**config.mk**
```make
export PLATFORM = sky130hd
export DESIGN_NAME = i2c_mem_target
export DESIGN_NICKNAME = d
export VERILOG_FILES = /design/src/rtl/i2c_mem_target.sv
export SDC_FILE = /design/constraint.sdc
export NUM_CORES = 2
export LEC_CHECK = 0
export BUFFER_PORTS_ARGS = -buffer_cell sky130_fd_sc_hd__buf_2
export CAP_MARGIN = 10
export CORE_MARGIN = 8
export CORE_UTILIZATION = 50
export CTS_CLUSTER_DIAMETER = 40
export DETAILED_ROUTE_END_ITERATION = 10
export GPL_TIMING_DRIVEN = 0
export MAX_ROUTING_LAYER = met4
export PLACE_DENSITY = 0.65
export SETUP_SLACK_MARGIN = 0.15
export SLEW_MARGIN = 10
export SYNTH_ARGS = -nofsm -noshare
export SYNTH_HDL_FRONTEND = slang
export SYNTH_SLANG_ARGS = --single-unit
export TNS_END_PERCENT = 30
```
**constraint.sdc**
```tcl
create_clock -name clk -period 9.8 [get_ports clk]
set_input_delay 0 -clock clk [delete_from_list [all_inputs] [get_ports clk]]
set_output_delay 0 -clock clk [all_outputs]
set_load 0.05 [all_outputs]
```
**src/rtl/i2c_mem_target.sv**
```systemverilog
module i2c_mem_target #(
  parameter logic [6:0] DEV_ADDR = 7'h50,
  parameter int AW = 8
) (
  input  logic          clk,
  input  logic          rst_n,
  input  logic          scl_i,
  input  logic          sda_i,
  output logic          sda_drive_low,
  input  logic          bd_we,
  input  logic [AW-1:0] bd_addr,
  input  logic [7:0]    bd_data
);
  localparam int DEPTH = 1 << AW;

  typedef enum logic [2:0] {P_IDLE, P_CTRL, P_ADDR, P_WR, P_RD} phase_t;

  logic [2:0] scl_sy, sda_sy;
  always_ff @(posedge clk or negedge rst_n)
    if (!rst_n) begin
      scl_sy <= '1;
      sda_sy <= '1;
    end else begin
      scl_sy <= {scl_sy[1:0], scl_i};
      sda_sy <= {sda_sy[1:0], sda_i};
    end

  logic scl_now, scl_old, sda_now, sda_old;
  assign scl_now = scl_sy[1];
  assign scl_old = scl_sy[2];
  assign sda_now = sda_sy[1];
  assign sda_old = sda_sy[2];

  logic scl_rise, scl_fall, start_det, stop_det;
  assign scl_rise  = scl_now & ~scl_old;
  assign scl_fall  = ~scl_now & scl_old;
  assign start_det = scl_now & scl_old & sda_old & ~sda_now;
  assign stop_det  = scl_now & scl_old & ~sda_old & sda_now;

  phase_t        phase;
  logic [3:0]    bitcnt;
  logic [7:0]    rx, tx;
  logic [AW-1:0] ptr;
  logic          rd_go, drv;
  logic [7:0]    mem [DEPTH];

  logic wr_en;
  assign wr_en = ~start_det & ~stop_det & scl_fall & (bitcnt == 4'd8) & (phase == P_WR);

  always_ff @(posedge clk)
    if (bd_we)      mem[bd_addr] <= bd_data;
    else if (wr_en) mem[ptr]     <= rx;

  always_ff @(posedge clk or negedge rst_n)
    if (!rst_n) begin
      phase  <= P_IDLE;
      bitcnt <= '0;
      rx     <= '0;
      tx     <= '0;
      ptr    <= '0;
      rd_go  <= 1'b0;
      drv    <= 1'b0;
    end else if (start_det) begin
      phase  <= P_CTRL;
      bitcnt <= '0;
      drv    <= 1'b0;
    end else if (stop_det) begin
      phase  <= P_IDLE;
      bitcnt <= '0;
      drv    <= 1'b0;
    end else if (phase != P_IDLE) begin
      if (scl_rise) begin
        if (bitcnt < 4'd8) rx <= {rx[6:0], sda_now};
        else               rd_go <= ~sda_now;
        bitcnt <= bitcnt + 4'd1;
      end else if (scl_fall) begin
        if (bitcnt == 4'd8) begin
          drv <= 1'b0;
          case (phase)
            P_CTRL:
              if (rx[7:1] == DEV_ADDR) begin
                drv   <= 1'b1;
                phase <= rx[0] ? P_RD : P_ADDR;
              end else begin
                phase <= P_IDLE;
              end
            P_ADDR: begin
              ptr   <= rx[AW-1:0];
              drv   <= 1'b1;
              phase <= P_WR;
            end
            P_WR: begin
              ptr <= ptr + 1'b1;
              drv <= 1'b1;
            end
            default: ;
          endcase
        end else if (bitcnt == 4'd9) begin
          bitcnt <= '0;
          if (phase == P_RD && rd_go) begin
            tx  <= mem[ptr];
            drv <= ~mem[ptr][7];
            ptr <= ptr + 1'b1;
          end else begin
            drv <= 1'b0;
            if (phase == P_RD) phase <= P_IDLE;
          end
        end else if (phase == P_RD && bitcnt != 4'd0) begin
          drv <= ~tx[3'd7 - bitcnt[2:0]];
        end
      end
    end

  assign sda_drive_low = drv;
endmodule

```
==> results.txt <==
compound-gate portion of the synthesized area = 0.0445
register-to-register setup slack = 3.03 ns
capturing element type of the critical path = flip-flop
NumNets Final = 4572
buffer levels on the longest clock path = 4
share of Yosys cell area claimed by the top area cell type = 0.749
worst setup path category = flip-flop to flip-flop
detailed-route vias per instance = 6.85
clk_skew = 0.0574 ns
number of iterations in the first detailed-routing pass = 8
post-detailed-routing wire length = 286 mm
worst hold path class = primary input to flip-flop
flip-flop and latch count after synthesis = 2087
total DRC errors in the routed layout = 0
parity-gate share of the synthesized area counting xor and xnor cells = 0.000107
DIE WIDTH = 421 um
transition time at the pin with the least slew margin = 1.46 ns
Core Util, Final = 0.584
leakage component of the power = 29.2 nW
most used flip-flop cell after synthesis = sky130_fd_sc_hd__edfxtp_1
clock tree from TritonCTS = yes
area of the die = 177000 um2
depth of the worst hold-timing path = 3
cts bufs inserted = 281
synthesized net count = 4219
gr usage total = 0.323
adder-cell area share of the yosys netlist = 0.00107
clock root buffer = sky130_fd_sc_hd__clkbuf_16
Worst Reg2Reg Path Length in Cells = 10
# setup viols final = 0
number of distinct library cells after synthesis = 73
htree depth = 5
CTS clock-pin slew for the worst setup and hold paths = 0.06 ns
final RePlAce weighted congestion = 1.02
startpoint of the worst hold path = bd_data[6]
Async SR Flop Fraction = 0.0187
fraction of layout cells with a size suffix above 1 = 0.230
filler cell count in the final layout = 11900
drt initial violations = 9026
most area-consuming cells after synthesis = sky130_fd_sc_hd__edfxtp_1 (75%), sky130_fd_sc_hd__mux4_2 (11%), sky130_fd_sc_hd__mux2i_1 (3.8%)
per-instance average area after synthesis = 19.6 um2
area leader, netlist = sky130_fd_sc_hd__edfxtp_1
Post-Syn Instances = 4191
unrepaired setup endpoints after global routing = false
number of antenna violations at the first check in global routing = 21
Critical Path Source Type = flip-flop
area of the mapped netlist = 82100 um2
largest net degree at the start of global routing = 94
Cell Count Post-Placement = 6423
data arrival time of the critical path = 7.61 ns
# Max-Cap Violations = 0
vias in the first global route = 45100
pwr/cell area = 212 nW/um2
CP Launch Point = ptr[2]
Data required, critical path = 10.64 ns
global-route wire length before repair = 382 mm
count of buffers from port buffering = 21
start of the worst register-to-register path = ptr[2]
sinks on the clock net = 2087
area of the core region = 163000 um2
Synthesis Warnings = 0
DPL Wire Length = 190 mm
layout-stage area growth over the synthesis result = 16.0%
leading cell type in the layout, fill and taps excluded = sky130_fd_sc_hd__edfxtp_1
number of gates resized after cts = 0
initial core utilization = 0.504
max frequency = 148 MHz
post-synthesis mux area share = 0.145
basic-gate share of the synthesized area counting and, or, nand and nor cells = 0.0324
number of flops mapped to enable cells by yosys = 2048
commonest cells after routing, fill and taps aside = sky130_fd_sc_hd__edfxtp_1 (2048), sky130_fd_sc_hd__mux4_2 (383), sky130_fd_sc_hd__nor2_1 (329)
clock latency on the worst-skew pair = 0.93 ns
Rows = 148
largest fanout on the critical path = 10
share of the yosys chip area belonging to registers = 0.761
peak supply drop = 0.194 mV
Final Cycle Share = 0.691
result of the run = finished, final reports clean
fin crit period = 6.77 ns
number of nets still failing antenna checks after routing = 0
y dimension of the die = 421 um
routed vias = 47400
main combinational cell family by area after synthesis = multiplexers
ports placed on the boundary = 22
final hold viol count = 0
post-detailed-route wirelength per cell = 41.2 um
number of standard cells in the layout, taps in and fillers out = 6928
residual overflow from global routing = 0
number of pins with negative max-slew slack in the final report = 0
Slew Limit Headroom = 0.0293
cells by family (layout without fill, tap and decap cells):
family                     after synthesis  in the layout
AOI/OAI and AO/OA                      524            524
xor gates and xnor gates                 1              1
adders and majority gates                7              7
buffers and inverters                  266            814
DFF                                   2087           2087
muxes                                  710            710
other                                    0             14
and+or+nand+nor                        596            596
stage by stage:
| step | power [mW] | hold WS (ns) | area (um2) | setup TNS (ns) | worst slack [ns] |
|---|---|---|---|---|---|
| after floorplan | 10.1 | -0.296 | 82100 | 0 | 4.00 |
| after global placement | 10.3 | 0.120 | 84900 | -687.63 | -0.725 |
| after detailed placement | 10.3 | 0.120 | 85900 | 0 | 3.32 |
| after CTS | 20.2 | 0.0220 | 95200 | 0 | 3.35 |
| after global routing | 20.6 | 0.0797 | 95200 | 0 | 3.33 |
| final | 20.2 | 0.0648 | 95200 | 0 | 3.03 |
flip-flops by register name (all words and copies together) (netlist names):
register and flops:
bitcnt 4, mem 2048, phase 3, ptr 8
rd_go 1, rx 8, scl_sy 3, sda_drive_low 1
sda_sy 3, tx 8
critical path: stages (launching register included):
cell and delay, ns:
sky130_fd_sc_hd__dfrtp_1 0.63, sky130_fd_sc_hd__inv_1 0.76, sky130_fd_sc_hd__buf_2 0.86, sky130_fd_sc_hd__clkbuf_1 0.91, sky130_fd_sc_hd__clkbuf_2 0.76, sky130_fd_sc_hd__buf_1 1.03, sky130_fd_sc_hd__a21oi_1 0.08, sky130_fd_sc_hd__nor3_1 0.57
sky130_fd_sc_hd__nor2_1 0.33, sky130_fd_sc_hd__a21oi_1 0.45, sky130_fd_sc_hd__a211o_1 0.24
power breakdown:
part	leakage, nW	internal [mW]	switching, mW
Clock	4.44	6.20	3.93
Combinational	5.81	0.0525	0.220
Sequential	18.9	9.81	0.00707
Yosys cell counts (all sizes together) (3+ instances only):
cell	instances
edfxtp	2048
mux4	383
nor2	330
mux2i	309
buf	146
o221ai	132
clkbuf	106
a21oi	100
nand2	93
o21ai	83
o22ai	81
nor3	45
dfrtp	33
nand2b	31
nand3	28
a22o	22
a22oi	21
a211oi	19
mux2	18
a31oi	14
or2	14
inv	13
and2	10
nor3b	9
nor2b	8
ha	7
a211o	6
a32oi	6
dfstp	6
a21boi	5
nand4	5
nor4	5
o31a	5
a2111oi	4
a21o	4
o31ai	4
and3	3
nand3b	3
or3	3
routing by layer:
layer	routed length, um	share of wire	GRT usage
met1	99900	0.35	0.407
met2	126000	0.44	0.462
met3	41500	0.15	0.115
met4	18200	0.064	0.170
met5	0	0	-
final timing paths:
check / to
max: tx[2]
min: mem[220][6]
max reg2reg: tx[2]
min reg2reg: sda_sy[1]
max in group asynchronous: phase[0]
min in group asynchronous: scl_sy[0]
cell type report:
| type | instances | area [um2] | share of cell area |
|---|---|---|---|
| Tap cell | 2175 | 2720 | 0.0286 |
| Timing Repair Buffer | 70 | 1100 | 0.0115 |
| Inverter | 14 | 52.6 | 0.000552 |
| Clock buffer | 313 | 7340 | 0.0771 |
| Multi-Input combinational cell | 1838 | 18400 | 0.193 |
| Sequential cell | 2087 | 62500 | 0.656 |
| Antenna cell | 14 | 35.0 | 0.000368 |
| Buffer | 252 | 1280 | 0.0135 |
| Clock inverter | 165 | 1800 | 0.0189 |
timing repair:
item                      in CTS  in global routing
hold buffers                  13                  0
buffers inserted               0                  0
hold endpoints to repair     388                  0
No activity file was read; power rests on OpenSTA's default activity.
